File: config.mk
export PLATFORM = sky130hd
export DESIGN_NAME = bool_unit
export DESIGN_NICKNAME = d
export VERILOG_FILES = /design/src/rtl/bool_pkg.sv /design/src/rtl/bool_addr_map.sv /design/src/rtl/bool_alu.sv /design/src/rtl/bool_unit.sv
export SDC_FILE = /design/constraint.sdc
export NUM_CORES = 1
export LEC_CHECK = 0
export BUFFER_PORTS_ARGS = -buffer_cell sky130_fd_sc_hd__buf_2
export CORE_ASPECT_RATIO = 0.8
export CORE_UTILIZATION = 45
export DETAILED_ROUTE_END_ITERATION = 6
export PLACE_DENSITY = 0.68
export SYNTH_ARGS = -nofsm -noshare
export SYNTH_HDL_FRONTEND = slang
export SYNTH_SLANG_ARGS = --single-unit
File: constraint.sdc
create_clock -name clk_i -period 3 [get_ports clk_i]
set_input_delay 0 -clock clk_i [delete_from_list [all_inputs] [get_ports clk_i]]
set_output_delay 0 -clock clk_i [all_outputs]
set_load 0.1 [all_outputs]
File: src/rtl/bool_pkg.sv
package bool_pkg;
  typedef enum logic [3:0] {
    OP_ANL   = 4'd0,
    OP_ANL_N = 4'd1,
    OP_ORL   = 4'd2,
    OP_ORL_N = 4'd3,
    OP_MOV_C = 4'd4,
    OP_MOV_B = 4'd5,
    OP_SET_B = 4'd6,
    OP_CLR_B = 4'd7,
    OP_CPL_B = 4'd8,
    OP_SET_C = 4'd9,
    OP_CLR_C = 4'd10,
    OP_CPL_C = 4'd11
  } bool_op_e;

  typedef enum logic [1:0] {
    ST_IDLE = 2'd0,
    ST_RD   = 2'd1,
    ST_WR   = 2'd2,
    ST_DONE = 2'd3
  } bool_state_e;

  function automatic logic op_uses_bit(logic [3:0] op);
    return op <= 4'd8;
  endfunction

  function automatic logic op_writes_bit(logic [3:0] op);
    return (op >= 4'd5) && (op <= 4'd8);
  endfunction
endpackage

File: src/rtl/bool_addr_map.sv
module bool_addr_map #(
  parameter int                ADDR_W   = 8,
  parameter int                DATA_W   = 8,
  parameter logic [ADDR_W-1:0] RAM_BASE = 8'h20,
  parameter logic [ADDR_W-1:0] CY_ADDR  = 8'hD7
) (
  input  logic [ADDR_W-1:0]          bit_addr_i,
  output logic [ADDR_W-1:0]          byte_o,
  output logic [$clog2(DATA_W)-1:0]  pos_o,
  output logic                       is_cy_o
);
  localparam int POS_W = $clog2(DATA_W);

  logic [ADDR_W-1:0] idx;
  logic [ADDR_W-1:0] hi_byte;

  assign idx     = bit_addr_i >> POS_W;
  assign hi_byte = {bit_addr_i[ADDR_W-1:POS_W], {POS_W{1'b0}}};

  // lower half: RAM window, upper half: register bytes on multiples of DATA_W
  assign byte_o  = bit_addr_i[ADDR_W-1] ? hi_byte : (RAM_BASE + idx);
  assign pos_o   = bit_addr_i[POS_W-1:0];
  assign is_cy_o = (bit_addr_i == CY_ADDR);
endmodule

File: src/rtl/bool_alu.sv
module bool_alu
  import bool_pkg::*;
(
  input  logic [3:0] op_i,
  input  logic       cy_i,
  input  logic       bit_i,
  output logic       cy_o,
  output logic       bit_o
);
  always_comb begin
    cy_o  = cy_i;
    bit_o = bit_i;
    case (op_i)
      OP_ANL:   cy_o  = cy_i & bit_i;
      OP_ANL_N: cy_o  = cy_i & ~bit_i;
      OP_ORL:   cy_o  = cy_i | bit_i;
      OP_ORL_N: cy_o  = cy_i | ~bit_i;
      OP_MOV_C: cy_o  = bit_i;
      OP_MOV_B: bit_o = cy_i;
      OP_SET_B: bit_o = 1'b1;
      OP_CLR_B: bit_o = 1'b0;
      OP_CPL_B: bit_o = ~bit_i;
      OP_SET_C: cy_o  = 1'b1;
      OP_CLR_C: cy_o  = 1'b0;
      OP_CPL_C: cy_o  = ~cy_i;
      default:  ;
    endcase
  end
endmodule

File: src/rtl/bool_unit.sv
module bool_unit
  import bool_pkg::*;
#(
  parameter int                ADDR_W   = 8,
  parameter int                DATA_W   = 8,
  parameter logic [ADDR_W-1:0] RAM_BASE = 8'h20,
  parameter logic [ADDR_W-1:0] PSW_ADDR = 8'hD0,
  parameter int                CY_POS   = 7
) (
  input  logic              clk_i,
  input  logic              rst_ni,
  input  logic              start_i,
  input  logic [3:0]        op_i,
  input  logic [ADDR_W-1:0] bit_addr_i,
  output logic              busy_o,
  output logic              done_o,
  output logic              cy_o,
  output logic [ADDR_W-1:0] mem_addr_o,
  output logic              mem_rd_o,
  output logic              mem_wr_o,
  output logic [DATA_W-1:0] mem_wdata_o,
  input  logic [DATA_W-1:0] mem_rdata_i
);
  localparam int                POS_W   = $clog2(DATA_W);
  localparam logic [ADDR_W-1:0] CY_ADDR = PSW_ADDR + ADDR_W'(CY_POS);

  bool_state_e       state_q;
  logic [3:0]        op_q;
  logic [ADDR_W-1:0] byte_q;
  logic [POS_W-1:0]  pos_q;
  logic [DATA_W-1:0] rdata_q;
  logic              wbit_q;
  logic              cy_q;

  logic [ADDR_W-1:0] map_byte;
  logic [POS_W-1:0]  map_pos;
  logic              map_is_cy;
  logic [3:0]        alu_op;
  logic              alu_bit_in;
  logic              alu_cy;
  logic              alu_bit;
  logic              is_psw;
  logic [DATA_W-1:0] wdata;

  bool_addr_map #(
    .ADDR_W  (ADDR_W),
    .DATA_W  (DATA_W),
    .RAM_BASE(RAM_BASE),
    .CY_ADDR (CY_ADDR)
  ) u_map (
    .bit_addr_i(bit_addr_i),
    .byte_o    (map_byte),
    .pos_o     (map_pos),
    .is_cy_o   (map_is_cy)
  );

  // idle: operand is C itself (C-only ops or the carry bit address)
  assign alu_op     = (state_q == ST_IDLE) ? op_i : op_q;
  assign alu_bit_in = (state_q == ST_RD) ? mem_rdata_i[pos_q] : cy_q;

  bool_alu u_alu (
    .op_i (alu_op),
    .cy_i (cy_q),
    .bit_i(alu_bit_in),
    .cy_o (alu_cy),
    .bit_o(alu_bit)
  );

  always_ff @(posedge clk_i or negedge rst_ni) begin
    if (!rst_ni) begin
      state_q <= ST_IDLE;
      op_q    <= '0;
      byte_q  <= '0;
      pos_q   <= '0;
      rdata_q <= '0;
      wbit_q  <= 1'b0;
      cy_q    <= 1'b0;
    end else begin
      case (state_q)
        ST_IDLE: begin
          if (start_i) begin
            op_q   <= op_i;
            byte_q <= map_byte;
            pos_q  <= map_pos;
            if (op_uses_bit(op_i) && !map_is_cy) begin
              state_q <= ST_RD;
            end else begin
              cy_q    <= op_writes_bit(op_i) ? alu_bit : alu_cy;
              state_q <= ST_DONE;
            end
          end
        end
        ST_RD: begin
          rdata_q <= mem_rdata_i;
          wbit_q  <= alu_bit;
          cy_q    <= alu_cy;
          state_q <= op_writes_bit(op_q) ? ST_WR : ST_DONE;
        end
        ST_WR:   state_q <= ST_DONE;
        default: state_q <= ST_IDLE;
      endcase
    end
  end

  assign is_psw = (byte_q == PSW_ADDR);

  for (genvar i = 0; i < DATA_W; i++) begin : g_wbit
    if (i == CY_POS) begin : g_cy
      assign wdata[i] = is_psw ? cy_q
                               : ((pos_q == POS_W'(i)) ? wbit_q : rdata_q[i]);
    end else begin : g_plain
      assign wdata[i] = (pos_q == POS_W'(i)) ? wbit_q : rdata_q[i];
    end
  end

  assign busy_o      = (state_q != ST_IDLE);
  assign done_o      = (state_q == ST_DONE);
  assign cy_o        = cy_q;
  assign mem_addr_o  = byte_q;
  assign mem_rd_o    = (state_q == ST_RD);
  assign mem_wr_o    = (state_q == ST_WR);
  assign mem_wdata_o = wdata;
endmodule

# After elaboration in Yosys (flattened, before gate mapping)
# Index checks and enable logic that the tools add are counted.
[totals]
register_bits = 27
latch_bits = 0
ram_bits = 0
romBits = 0
inputBits = 23
out_inout_bits = 21
elab_cells = 79
n_memories = 0
[op_classes]
addsub = 1
multipliers = 0
div = 0
order_cmp = 5
eq_ne = 25
n_shift = 0
n_mux = 24
n_bitwise = 6
n_reduce_logical = 11
[ops]
columns = ["cell", "count"]
rows = [
  ["$eq A4 B3 Y1 const B", 4],
  ["$eq A4 B4 Y1 const B", 4],
  ["$eq A8 B8 Y1 const B", 2],
  ["$mux W1", 15],
  ["$eq A3 B3 Y1 const B", 4],
  ["$eq A4 B2 Y1 const B", 2],
  ["$ge A4 B3 Y1 const B", 2],
  ["$le A4 B4 Y1 const B", 2],
  ["$mux W8", 1],
  ["$pmux W1 S8", 1],
  ["$add A6 B5 Y7 const A", 1],
  ["$eq A3 B2 Y1 const B", 2],
  ["$pmux W2 S3", 1],
  ["$eq A2 B2 Y1 const B", 2],
  ["$eq A4 B1 Y1 const B", 1],
  ["$logic_not A4 Y1", 1],
  ["$lt A3 B4 Y1 const B", 1],
  ["$mux W2", 2],
  ["$mux W4", 1],
  ["$ne A2 B2 Y1 const B", 2],
  ["$pmux W1 S4", 1],
  ["$reduce_bool A2 Y1", 2],
  ["$bmux W1 S3", 1],
  ["$eq A3 B1 Y1 const B", 1],
  ["other kinds (11)", 16],
]

# Depth between registers and ports, before layout
# Gate-level depths: netlist of run 1.
[logic_depth]
depth_word = 10
ltp_mapped = 9
depth_no_buf = 8

# Modules after synthesis
# Synthesis of run 1 repeated with hierarchy kept, for this count alone.
[unflattened]
hier_cells = 162
area_unflattened_um2 = 1761.7
[by_module_without_submodules]
columns = ["module", "instances", "cells_each", "area_per_inst_um2", "seq_area_each_um2"]
rows = [
  ["bool_unit", 1, 127, 1508.9, 675.6],
  ["bool_alu", 1, 21, 141.4, 0.0],
  ["bool_addr_map", 1, 14, 111.4, 0.0],
]

# Least setup slack after synthesis of run 1
# No wires, ideal clock.
[synth_path]
path_type = "reg-to-output"
start = "register byte_q[4], in the netlist mem_addr_o[4]"
end = "output mem_wdata_o[7]"
t_arrival_ns = 3.414
setup_slack_ns = -0.414
path_stages_with_launch = 4
path_buffers = 0
cell_sequence = "dfrtp_1 -> nor2b_1 -> nand4_1 -> o21ai_0"
[synth_between]
elab_chain_len = 2
[synth_lines]
columns = ["item", "line", "source"]
rows = [
  ["from (decl)", "bool_unit.sv:29", "logic [ADDR_W-1:0] byte_q;"],
  ["from (signal assigned)", "bool_unit.sv:83", "byte_q <= map_byte;"],
  ["$eq A8 B8 Y1", "bool_unit.sv:105", "assign is_psw = (byte_q == PSW_ADDR);"],
  ["$mux W1", "bool_unit.sv:109", "assign wdata[i] = is_psw ? cy_q"],
  ["to (decl)", "bool_unit.sv:21", "output logic [DATA_W-1:0] mem_wdata_o,"],
]
# Every way passes these cells.

# Final worst setup path of run 1
[layout_path]
start = "register state_q[0]"
end = "register cy_q, in the netlist cy_o"
[layout_between]
elab_chain_len = 9
[layout_lines]
columns = ["item", "line", "source"]
rows = [
  ["from (decl)", "bool_unit.sv:27", "bool_state_e state_q;"],
  ["from (signal assigned)", "bool_unit.sv:97", "state_q <= op_writes_bit(op_q) ? ST_WR : ST_DONE;"],
  ["$eq A2 B1 Y1", "bool_unit.sv:59, bool_unit.sv:79", ""],
  ["$mux W1", "bool_unit.sv:59", "assign alu_bit_in = (state_q == ST_RD) ? mem_rdata_i[pos_q] : cy_q;"],
  ["$not A1 Y1", "bool_alu.sv:15, bool_alu.sv:17, bool_alu.sv:22", ""],
  ["$or A1 B1 Y1 / $and A1 B1 Y1 (equally long branches)", "bool_alu.sv:17, bool_alu.sv:15", ""],
  ["$pmux W1 S8", "bool_alu.sv:13", "case (op_i)"],
  ["$mux W1", "bool_unit.sv:88", "cy_q <= op_writes_bit(op_i) ? alu_bit : alu_cy;"],
  ["$mux W1", "bool_unit.sv:85", "if (op_uses_bit(op_i) && !map_is_cy) begin"],
  ["$mux W1", "bool_unit.sv:81", "if (start_i) begin"],
  ["$pmux W1 S2", "bool_unit.sv:79", "case (state_q)"],
  ["to (signal assigned)", "bool_unit.sv:88", ""],
  ["to (signal assigned)", "bool_unit.sv:96", "cy_q <= alu_cy;"],
  ["to (decl)", "bool_unit.sv:33", "logic cy_q;"],
]
# Several ways; a longest one is shown, not always the timed one. The select of a mux whose other input is x is not followed.
# A chain may end at the register's enable or synchronous reset.

==> results of run 1 <==
critical path: cells and delay by family, from the launching register on:
family,cells,cell delay [ps]
adder cells (fa/ha/maj),1,440
AO/OA/AOI/OAI,2,520
buffers and inverters,1,100
flip-flops,1,430
AND/OR/NAND/NOR,3,410
multiplexers,1,500
how the worst max path moves through the flow:
stage	from	slack, ps	cells after the start	to
6_report	state_q[0]$_DFFE_PN0P_	540	8	cy_o$_DFFE_PN0P_
5_1_grt	state_q[0]$_DFFE_PN0P_	430	8	cy_o$_DFFE_PN0P_
4_1_cts	state_q[0]$_DFFE_PN0P_	620	8	cy_o$_DFFE_PN0P_
3_5_place_dp	state_q[0]$_DFFE_PN0P_	670	8	cy_o$_DFFE_PN0P_
3_3_place_gp	state_q[0]$_DFFE_PN0P_	810	8	cy_o$_DFFE_PN0P_
2_1_floorplan	mem_addr_o[0]$_DFFE_PN0P_	340	3	mem_wdata_o[7]
cell usage in the layout (no fill, tap or decap), drive strengths merged, types with 4 or more instances in the layout:
master and count:
nand2 22, mux2 29, nor2 10, nand3 5, dlygate4sd3 15, buf 45, nand2b 4, inv 5
dfrtp 27, ha 4, mux2i 11, o21ai 11
cells by family (layout without fill, tap and decap cells):
family,Yosys count,in the layout
muxes,41,41
buffers and inverters,13,68
adders and majority gates,4,4
DFF,27,27
AOI/OAI and AO/OA,25,25
and+or+nand+nor,60,60
repair_timing:
action	in CTS	in global routing
setup buffers	0	0
hold buffers	15	0
endpoints found under the hold margin	42	0
endpoints found under the setup margin	0	0
per-stage QoR:
stage / cells / worst slack (ps) / util (%) / cell area (µm²) / hold WS [ps]
floorplan: 170 / 339.1 / - / 1714 / -295.6
global placement: 248 / 812.8 / 55.00 / 1948 / 38.36
detailed placement: 248 / 666.0 / 55.00 / 1948 / 44.68
CTS: 267 / 618.9 / 60.65 / 2148 / 0.2892
global route: 267 / 434.1 / 60.65 / 2148 / 0.2676
finish: 267 / 543.1 / 60.65 / 2148 / -8.551
cell type report:
cell class	instances	area, µm²
Tap cell	42	52.55
Multi-Input combinational cell	130	974.7
Inverter	4	15.01
Sequential cell	27	675.6
Fill cell	317	1394
Clock inverter	1	8.758
Clock buffer	3	41.29
Timing Repair Buffer	60	380.4
routing by layer:
metal	vias to the layer above	track usage, %	share of wire [%]	routed length [µm]
met1	740	26.62	44	1834
met2	55	37.64	49	2054
met4	0	8.571	2.4	99
li1	724	-	-	-
met5	-	0	0	0
met3	16	4.417	4.6	191
synth_stat cells, types with 3 or more instances:
| master | number |
|---|---|
| sky130_fd_sc_hd__a21oi_1 | 3 |
| sky130_fd_sc_hd__clkbuf_1 | 7 |
| sky130_fd_sc_hd__dfrtp_1 | 27 |
| sky130_fd_sc_hd__ha_1 | 4 |
| sky130_fd_sc_hd__inv_1 | 4 |
| sky130_fd_sc_hd__mux2_2 | 28 |
| sky130_fd_sc_hd__mux2i_1 | 11 |
| sky130_fd_sc_hd__nand2_1 | 22 |
| sky130_fd_sc_hd__nand2b_1 | 4 |
| sky130_fd_sc_hd__nand3_1 | 5 |
| sky130_fd_sc_hd__nor2_1 | 10 |
| sky130_fd_sc_hd__nor2b_1 | 3 |
| sky130_fd_sc_hd__nor3b_1 | 3 |
| sky130_fd_sc_hd__o21ai_0 | 11 |
| sky130_fd_sc_hd__or3_1 | 3 |
state kept, by name (all words and copies together), names as in the netlist:
signal and flops:
cy_o 1, mem_addr_o 8, op_q 4, pos_q 3, rdata_q 8, state_q 2, wbit_q 1
==> flow_results.org, run 1 <==
** Clocking
- Worst skew pair latency :: 280 ps
- Worst-case clock buffer depth :: 2
- Number of buffers added by the clock tree synthesis step :: 3
- After clock tree synthesis, the clock-pin slew on the worst setup and hold paths is 100 ps.
- Number of H-tree levels :: 1
- Root cell of the clock tree :: sky130_fd_sc_hd__clkbuf_8
- Number of sinks on the clock net :: 27
- TritonCTS built the clock tree.
- The number of gates resized after CTS was 0.

** Worst setup path
- The worst register-to-register path ends at cy_o$_DFFE_PN0P_.
- In this run the critical register-to-register path is launched from state_q[0]$_DFFE_PN0P_.
- Setup slack on the worst reg-to-reg path comes out at 540 ps.
- Launching element type of the critical path :: flop
- At the worst endpoint, the required time is 3230 ps.
- Along the worst path, the maximum fanout reaches 11.
- For the worst flop-to-flop path, the logic depth is 8.
- STA classifies the critical path endpoint as a flop.
- Worst Setup Path Type :: flop to flop
- Critical path arrival :: 2680 ps
- Standard cell with the maximum stage delay on the critical path :: sky130_fd_sc_hd__mux2i_1
- The critical path goes through inv_1 -> ha_1 -> mux2i_1 -> nor2_1 -> o32ai_1 -> nor3_1 -> nor3b_1 -> o221a_2.
- On the worst path, the slowest cell contributes a delay of 500 ps.

** Layout
- Antenna Cells :: 0
- Layout-stage area growth over the synthesis result :: 25.33%
- Layout cells sized above 1 :: 36.00%
- At the end of the flow, the number of nets in the layout was 253.

** Synth
- The synthesized design spends more area on one cell type than any other, namely sky130_fd_sc_hd__dfrtp_1.
- In this run, synthesis produced a sequential element count of 27.
- Fraction of synthesis flops using an asynchronous set or reset pin :: 100.0%
- The portion of synthesized area spent on multiplexers is 27.01%.
- Post-synthesis xor/xnor area fraction :: 0%
- Summing every instance area after synthesis gives 1714 µm².
- For this run, the register share of the synthesized area comes to 39.42%.
- Synthesis instantiated 35 different standard cells from the library.
- The synthesized design contains 0 enable-type register cells.
- Top-area cell type share of the netlist area :: 39.42%
- Of the total synthesized cell area, the portion taken by full adders, half adders and majority gates is 2.920%.
- Nets in the synthesized netlist :: 197
- The synthesized netlist devotes 9.416% of its cell area to compound gates.
- The synthesized netlist devotes 17.52% of its cell area to simple gates.
- Synthesis handed over a netlist of 170 instances.
- After synthesis, the largest family of logic cells by area is multiplexers.
- Ranked by total cell area, the synthesized netlist is headed by sky130_fd_sc_hd__dfrtp_1 (39%), sky130_fd_sc_hd__mux2_2 (18%), sky130_fd_sc_hd__mux2i_1 (6.4%).
- Mean instance size in the synthesized netlist :: 10.08 µm²
- Ys flop type :: sky130_fd_sc_hd__dfrtp_1
- Yosys printed 0 warnings.

** Die
- Placeable Area :: 3542 µm²
- The initialized floorplan defines 19 standard-cell rows.
- Die Y :: 57.20 µm
- Number of top-level pins :: 44
- Once the floorplan was initialized, standard cells occupied 48.39% of the core.
- Horiz. Die Dim :: 71.01 µm
- The die covers 4061 µm².

** Drt
- The first detailed-routing pass took 6 iterations.
- Average via count per standard cell :: 5.749
- Count of vias placed by the detailed router :: 1535
- After detailed routing, the average wire length per cell comes to 15.66 µm.
- In the routed design, unresolved DRC markers number 2.
- The detail route stage leaves a number of antenna-violating nets equal to 0.
- The first routing iteration left 134 violations.
- For this block, the routed nets add up to 4180 µm of wire.

** STA
- Setup violations remaining at the end of the flow were counted as 0.
- Setup Skew :: 1.143 ps
- Minimum hold slack :: -8.551 ps
- Setup repair after global routing left no endpoint under its margin.
- The count of final max-slew check failures came to 0.
- Based on the critical path, the design can be clocked at up to 407.0 MHz.
- Tightest Pin Transition :: 596.9 ps
- Max-Slew Margin vs Limit :: 60.20%
- Setup TNS :: 0 ps
- Period minus WS final :: 2457 ps
- The number of failing hold endpoints at the final stage is 1.
- Fraction of the cycle the final worst path needs :: 81.90%

** Hold path
- In this run the most critical hold path is launched from bit_addr_i[6].
- Type of the most critical hold path :: input pin to flop
- For hold timing, the worst endpoint is mem_addr_o[6]$_DFFE_PN0P_.
- The worst hold path was traced through 3 stages.

** Run
- Number of max-capacitance violations reported :: 0

** Status
- The checks that failed: DRC, hold timing.
- The flow ran to the end, but the final reports show violations.

** Place
- Number of input and output port buffers inserted :: 43
- Detailed placement ended at an HPWL of 2983 µm.
- The congestion estimate from routability-driven global placement came to 0.9597.

** GRT
- The initial antenna violation count came to 0.
- First-pass GRT wire length :: 6796 µm
- Global routing consumed, over all layers together, 21.62% of the routing resources.
- Largest net degree at the start of global routing :: 28
- After global routing the overflow that remains totals 0.
- The number of global-route vias before repair is 1495.
Power of run 1 is left out: the tool's default activity adds up to more than one toggle a clock period on the data nets, which glitch-free logic cannot reach.
==> run 2: changes to the inputs <==
Clock period 3 ns to 2.56 ns, I/O delays scaled along.
==> run 2 against run 1 <==
  * Global-route usage rose by 0.48 points
  * Final area about the same
  * Critical path depth fell by 2
  * Critical endpoint unchanged
  * Sequential share of layout area is essentially flat
  * Via count down 2.8%
  * First-iteration DRC count down 16%
  * Final cell count is the same
  * Highest routed layer unchanged
  * The run ends with DRC left
==> flow_results.org, run 2 (synthesis gave the netlist of run 1 again) <==
** Status
- Run status :: complete, but fails checks
- Failing checks :: DRC

** GRT
- GRT overflow :: 0 (unchanged)
- The aggregate global-route resource usage was 22.10% (+0.48 points).
- First-pass GRT wire length :: 6955 µm (+2.3%)
- The number of global-route vias before repair was 1448 (-3.1%).
- Largest net degree at the start of global routing :: 28 (unchanged)
- Antenna violations before repair :: 0 (unchanged)

** Drt
- The DRC violation count after routing came to 1 (-1).
- The number of detailed-routing iterations run before antenna repair came to 7 (+1).
- Average via count per standard cell :: 5.588 (-2.8%)
- Post-detailed-route count of antenna-violating nets :: 0 (unchanged)
- The via total after detailed routing was 1492 (-2.8%).
- The aggregate routed wire length is 4168 µm (-0.29%).
- Wire per inst :: 15.61 µm (-0.29%)
- Number of design-rule violations left by the first detailed-router iteration :: 112 (-16%)

** Worst setup path
- Worst Setup Path Type :: flop to flop
- Peak fanout along the critical path :: 13 (+2)
- Walking the worst path, the cells encountered are mux2i_1 -> mux4_2 -> mux2_4 -> or3_1 -> nand4_1 -> o221a_2.
- The highest cell delay on the worst timing path came to 640 ps (+140 ps).
- The kind of cell with the highest combined delay along the critical path is multiplexers.
- Data required, critical path :: 2790 ps (-440 ps)
- Critical path arrival :: 2510 ps (-170 ps)
- Standard cell with the maximum stage delay on the critical path :: sky130_fd_sc_hd__dfrtp_1
- The worst setup path is launched from a flop.
- Worst Setup End Kind :: flop
- Bufs and invs on worst path :: 0 (-1)

** Run
- Number of max-capacitance violations reported :: 0 (unchanged)

** STA
- The number of failing hold endpoints at the final stage was 0 (-1).
- The final setup skew is 6.971 ps (+5.828 ps).
- The actual slew at the worst max-slew pin came to 608.4 ps (+11.50 ps).
- The count of final max-slew check failures was 0 (unchanged).
- The final clock period utilization by the worst path is 89.16% (+7.3 points).
- Max-Slew Margin vs Limit :: 59.44% (-0.77 points)
- The setup-violating endpoint count in the final report was 0 (unchanged).
- The setup TNS came to 0 ps (unchanged).
- Unrepaired setup endpoints after global routing :: false
- Period minus WS final :: 2282 ps (-174.4 ps)
- Max frequency :: 438.1 MHz (+7.6%)

** Clocking
- Worst-case clock buffer depth :: 2 (unchanged)
- Clock edge transition at the registers on the reported setup and hold paths :: 110 ps (about the same)
- The root buffer cell chosen for the clock tree is sky130_fd_sc_hd__clkbuf_8.
- The number of clock sinks is 27 (unchanged).
- The source-to-sink clock delay at the later pin of the worst-skew pair is 280 ps (about the same).
- CTS tree :: built
- The H-tree depth was 1 (unchanged).
- The number of cells upsized or downsized after cts was 0 (unchanged).
- The number of buffers inserted during clock tree synthesis came to 3 (unchanged).

** Layout
- In the layout the commonest cells are sky130_fd_sc_hd__buf_2 (43), sky130_fd_sc_hd__mux2_2 (28), sky130_fd_sc_hd__dfrtp_1 (27), sky130_fd_sc_hd__nand2_1 (22), sky130_fd_sc_hd__dlygate4sd3_1 (14).
- Layout cells sized above 1 :: 36.89% (+0.89 points)
- The number of nets in the finished design came to 253 (unchanged).
- Layout-stage area growth over the synthesis result :: 25.40% (about the same)
- Most common cell after layout, fill and taps aside :: sky130_fd_sc_hd__buf_2
- The number of antenna diodes was 0 (unchanged).

** Die
- Horiz. Die Dim :: 71.01 µm (unchanged)
- The height of the die was 57.20 µm (unchanged).
- Number of top-level pins :: 44 (unchanged)
- Initial standard-cell utilization of the core :: 48.39% (unchanged)
- The total die area came to 4061 µm² (unchanged).
- The count of standard-cell rows was 19 (unchanged).
- Placeable Area :: 3542 µm² (unchanged)

** Place
- Half-perimeter wire length of the detailed placement result :: 2977 µm (-0.20%)
- The global placer's final weighted congestion is 0.8658 (-9.8%).
- Number of input and output port buffers inserted :: 43 (unchanged)

** Hold path
- Type of the most critical hold path :: input pin to flop
run 2: cell count changes in the layout (fill, tap and decap cells not counted):
cell	before	now
sky130_fd_sc_hd__buf_4	2	3
sky130_fd_sc_hd__o21ai_2	0	1
sky130_fd_sc_hd__o21ai_1	1	0
sky130_fd_sc_hd__dlygate4sd3_1	15	14
run 2: path summary, 6_finish.rpt:
path	from	to	slack (ps)	cells past startpoint
worst max-delay path	pos_q[1]$_DFFE_PN0P_	cy_o$_DFFE_PN0P_	280	6
worst min-delay path	bit_addr_i[3]	mem_addr_o[0]$_DFFE_PN0P_	5	3
worst max register to register	pos_q[1]$_DFFE_PN0P_	cy_o$_DFFE_PN0P_	280	6
worst min register to register	rdata_q[7]$_DFFE_PN0N_	rdata_q[7]$_DFFE_PN0N_	520	1
max in group asynchronous	rst_ni	op_q[1]$_DFFE_PN0P_	1910	2
min in group asynchronous	rst_ni	rdata_q[6]$_DFFE_PN0N_	250	2
run 2: repair_timing:
item | in CTS | in global routing
buffers inserted | 0 | 0
endpoints found under the setup margin | 0 | 0
hold buffers | 14 | 0
endpoints found under the hold margin | 41 | 0
run 2: tightest hold or removal path, cell delays in order:
cell and delay (ps):
sky130_fd_sc_hd__buf_2 110, sky130_fd_sc_hd__nand2b_1 60, sky130_fd_sc_hd__o21ai_0 70
run 2: metal layers:
| layer | GRT usage (%) | wire [µm] |
|---|---|---|
| met2 | 35.71 | 1948 |
| met4 | 7.429 | 55 |
| met1 | 30.08 | 1955 |
| met5 | 0 | 0 |
| met3 | 4.417 | 208 |
run 2: final cells by class:
type	count	area, µm²
fill	313	1393
inverter	4	15.01
multi-input combinational	130	978.4
timing repair buffer	60	377.9
clock inverter	1	8.758
sequential	27	675.6
clock buffer	3	41.29
tap	42	52.55
run 2: per-stage QoR:
step / hold slack (ps) / cells / setup slack [ps] / area (µm²) / util, %
global route: 16.98 / 267 / 166.9 / 2150 / 60.69
finish: 5.475 / 267 / 277.5 / 2150 / 60.69
global placement: 39.00 / 249 / 381.5 / 1959 / 55.32
detailed placement: 58.56 / 249 / 302.7 / 1959 / 55.32
floorplan: -295.6 / 170 / 96.06 / 1718 / -
CTS: 1.546 / 267 / 280.6 / 2150 / 60.69
Power of run 2 is left out for the same reason.
==> run 3: changes to the inputs <==
Settings changed: PLACE_DENSITY 0.68 to 0.67, SYNTH_HIERARCHICAL from default to 1.
==> run 3 against run 2 <==
  * Area after synthesis grew 2.8%
  * Clock skew shrank 3.7 ps
  * Synthesized cell count fell by 4.7%
  * Sequential cell count stayed put
  * Via count fell by 1.1%
  * Register-to-register slack got worse by 220 ps
  * Fmax down 8.7%
  * First-iteration DRC count fell by 60%
  * Hold slack gained 16 ps
  * Largest cell class unchanged
  * The run now ends clean
  * Core utilization grew 2.6 points
  * Die area rose by 2.7%
==> flow_results.org, run 3 <==
** Layout
- Compared with the post-synthesis result, the final layout area differs by 28.91%.
- The number of antenna diodes came to 0 (unchanged).
- The number of nets in the finished design came to 248 (-2.0%).
- In the layout the commonest cells are sky130_fd_sc_hd__buf_2 (43), sky130_fd_sc_hd__mux2_2 (33), sky130_fd_sc_hd__dfrtp_1 (26), sky130_fd_sc_hd__dlygate4sd3_1 (12), sky130_fd_sc_hd__buf_4 (10).
- Post-route cell area :: 2271 µm² (+5.6%)
- The library cell used most frequently in the layout, excluding fill and tap cells, is sky130_fd_sc_hd__buf_2.
- The proportion of layout cells with a drive suffix above 1 is 52.73% (+16 points).
- Count of fill cells added during filler insertion :: 287 (-8.3%)
- Final Non-Filler Cells :: 272 (+1.9%)

** Synth
- By instance count, the leading cell after synthesis is sky130_fd_sc_hd__mux2_2.
- The Yosys warning count was 6 (+6).
- The number of instances in the synthesized netlist is 162 (-4.7%).
- The share of Yosys cell area claimed by the top area cell type was 38.35% (-1.1 points).
- Number of library cell types mapped by synthesis :: 43 (+23%)
- The most used flip-flop cell after synthesis is sky130_fd_sc_hd__dfrtp_1.
- The post-synthesis net count came to 189 (-4.1%).
- Count of flip-flops with a built-in enable after synthesis :: 0 (unchanged)
- Top cell type by total area after synthesis :: sky130_fd_sc_hd__dfrtp_1
- Largest cells by area after synthesis :: sky130_fd_sc_hd__dfrtp_1 (38%), sky130_fd_sc_hd__mux2_2 (22%), sky130_fd_sc_hd__ha_1 (2.8%)
- The cell area after synthesis is 1762 µm² (+2.8%).
- The part of the Yosys area used for sequential elements is 38.35% (-1.1 points).
- The fraction of registers with async set or reset after synthesis is 100.0% (unchanged).
- Mean instance size in the synthesized netlist :: 10.87 µm² (+7.8%)
- Ranking of synthesized cells by instance count :: sky130_fd_sc_hd__mux2_2 (34), sky130_fd_sc_hd__dfrtp_1 (27), sky130_fd_sc_hd__inv_1 (9)
- The synthesis-stage register bit count came to 27 (unchanged).

** Drt
- Average via count per standard cell :: 5.423 (-3.0%)
- The final antenna-violating net count is 0 (unchanged).
- DRC violation count after routing :: 0 (-1)
- The detailed router's first-iteration violation count was 45 (-60%).
- Count of TritonRoute iterations in the first routing pass :: 4 (-3)
- Count of vias placed by the detailed router :: 1475 (-1.1%)
- The aggregate routed wire length is 4273 µm (+2.5%).
- The average wire per cell in the routed design is 15.71 µm (+0.63%).

** Clocking
- TritonCTS built the clock tree.
- The clock slew seen by the registers of the worst setup and hold paths was 100 ps (about the same).
- Number of H-tree levels :: 1 (unchanged)
- The source-to-sink clock delay at the later pin of the worst-skew pair is 280 ps (about the same).
- In this run the clock root is driven by a sky130_fd_sc_hd__clkbuf_8.
- The number of clock sinks was 27 (unchanged).
- Number of buffers added by the clock tree synthesis step :: 3 (unchanged)
- The buffer levels on the longest clock path came to 2 (unchanged).

** Worst setup path
- Worst Setup End Kind :: flop
- Cell-by-cell trace of the critical path :: inv_2 -> ha_4 -> nor2_1 -> a21oi_2 -> buf_4 -> nor2_1 -> mux2i_1 -> a21oi_1 -> a21o_1 -> nor2_1 -> o21ai_1 -> o311ai_1 -> o31ai_1
- In this run the worst setup path begins at state_q[1]$_DFFE_PN0P_.
- Critical path's largest stage delay :: 440 ps (-200 ps)
- Bufs and invs on worst path :: 2 (+2)
- The slowest stage of the critical path belongs to the cell sky130_fd_sc_hd__dfrtp_1.
- Startpoint of the lowest-slack register-to-register path :: state_q[1]$_DFFE_PN0P_
- Worst Setup Path Type :: flop to flop
- Cell mode on critical path :: sky130_fd_sc_hd__nor2_1
- Data required, critical path :: 2720 ps (-70 ps)
- Cell type group with the largest total delay on the critical path :: compound AO/OA/AOI/OAI gates
- The highest net fanout along the worst path is 16 (+3).
- Launching element type of the critical path :: flop
- Critical path arrival :: 2660 ps (+150 ps)

** Status
- The flow ran to the end, and the final reports show no timing, DRC or antenna violations.

** STA
- The final clock period utilization by the worst path came to 97.69% (+8.5 points).
- PnR worst setup slack :: 59.24 ps (-218.3 ps)
- The minimum clock period after layout was 2501 ps (+218.3 ps).
- Setup repair after global routing could not meet its margin everywhere.
- Max frequency :: 399.9 MHz (-8.7%)
- The number of failing hold endpoints at the final stage was 0 (unchanged).
- Number of failing setup endpoints in the final timing report :: 0 (unchanged)
- The actual slew at the worst max-slew pin came to 630.1 ps (+21.63 ps).
- Max-Slew Margin vs Limit :: 58.00% (-1.4 points)
- Setup Skew :: 3.284 ps (-3.687 ps)
- Final count of pins violating max slew :: 0 (unchanged)

** Place
- The number of cells in the design after placement is 253 (+1.6%).
- Number of input and output port buffers inserted :: 43 (unchanged)
- Place WS :: 21.40 ps (-281.3 ps)
- Half-perimeter wire length of the detailed placement result :: 2873 µm (-3.5%)
- The post-place instance area was 2041 µm² (+4.2%).
- Routability congestion estimate :: 0.8770 (+1.3%)

** GRT
- Largest net degree at the start of global routing :: 28 (unchanged)
- Overall routing resource usage :: 21.85% (-0.25 points)
- The initial antenna violation count is 0 (unchanged).
- GRT overflow :: 0 (unchanged)
- First-pass GRT wire length :: 7065 µm (+1.6%)
- The number of global-route vias before repair was 1486 (+2.6%).

** Run
- The number of max-cap violations came to 0 (unchanged).

** Die
- The core outline area is 3590 µm² (+1.3%).
- Initial standard-cell utilization of the core :: 49.08% (+0.68 points)
- The height of the die came to 57.97 µm (+1.3%).
- Rows :: 19 (unchanged)
- The number of I/O pins was 44 (unchanged).
- The die extent in x is 71.96 µm (+1.3%).
- Die area :: 4171 µm² (+2.7%)

** Hold path
- The startpoint identified for the worst hold timing path is op_i[0].
- Type of the most critical hold path :: input pin to flop
## run 3: cell types whose count changed after synthesis, moves of 6 or more
cell / before / now
sky130_fd_sc_hd__clkbuf_1: 7 / 1
sky130_fd_sc_hd__mux2_2: 28 / 34
sky130_fd_sc_hd__mux2i_1: 11 / 3
sky130_fd_sc_hd__nand2_1: 22 / 7
## run 3: area by class of cell
class | count | area [µm²] | area share [%]
flip-flops and latches | 27 | 676.9 | 29.81
inverters | 9 | 33.78 | 1.488
clock buffers | 3 | 41.29 | 1.818
multi-input cells | 115 | 1035 | 45.56
repair buffers | 65 | 410.4 | 18.07
well taps | 52 | 65.06 | 2.865
clock inverters | 1 | 8.758 | 0.3857
## run 3: metrics by stage
| step | utilization [%] | TNS, ps | hold slack, ps |
|---|---|---|---|
| floorplan | - | 0 | -295.6 |
| global placement | 56.85 | 0 | 43.50 |
| global route | 63.26 | -135.6 | 12.05 |
| finish | 63.26 | 0 | 21.57 |
| CTS | 61.59 | 0 | 1.627 |
| detailed placement | 56.85 | 0 | 52.90 |
## run 3: kinds of logic (layout without fill, tap and decap cells)
kind of cell,Yosys count,in the layout,synth area share (%)
fa+ha+maj,4,4,2.841
flops,27,27,38.35
mux,40,40,27.06
simple gates,42,42,14.70
buf+inv,20,78,5.894
compound gates,29,29,11.15
## run 3: worst register-to-register path, cell delays in order, from the launching register on
cell and delay, ps:
sky130_fd_sc_hd__dfrtp_1 440, sky130_fd_sc_hd__inv_2 110, sky130_fd_sc_hd__ha_4 280, sky130_fd_sc_hd__nor2_1 90, sky130_fd_sc_hd__a21oi_2 210, sky130_fd_sc_hd__buf_4 160
sky130_fd_sc_hd__nor2_1 40, sky130_fd_sc_hd__mux2i_1 170, sky130_fd_sc_hd__a21oi_1 90, sky130_fd_sc_hd__a21o_1 180, sky130_fd_sc_hd__nor2_1 140, sky130_fd_sc_hd__o21ai_1 80
sky130_fd_sc_hd__o311ai_1 280, sky130_fd_sc_hd__o31ai_1 110
## run 3: repair_timing
action / 4_1_cts / 5_1_grt
setup buffers: 0 / 3
hold buffers: 12 / 0
setup endpoints to repair: 0 / 1
resized for setup: 0 / 14
endpoints found under the hold margin: 38 / 0
## run 3: final timing paths
| path | slack (ps) | depth (start not counted) | to |
|---|---|---|---|
| max | 60 | 13 | cy_o$_DFFE_PN0P_ |
| min | 20 | 2 | op_q[0]$_DFFE_PN0P_ |
| max reg2reg | 60 | 13 | cy_o$_DFFE_PN0P_ |
| min reg2reg | 510 | 1 | rdata_q[5]$_DFFE_PN0P_ |
| max in group asynchronous | 1850 | 2 | pos_q[0]$_DFFE_PN0P_ |
| min in group asynchronous | 270 | 2 | op_q[3]$_DFFE_PN0P_ |
## run 3: per-layer routing
metal | track usage (%) | vias up | routed length, µm
met5 | 0 | - | 0
met4 | 3.641 | 0 | 27
met3 | 4.870 | 4 | 136
met2 | 36.52 | 44 | 2017
met1 | 29.83 | 723 | 2092
li1 | - | 704 | -
Power of run 3 is left out for the same reason.
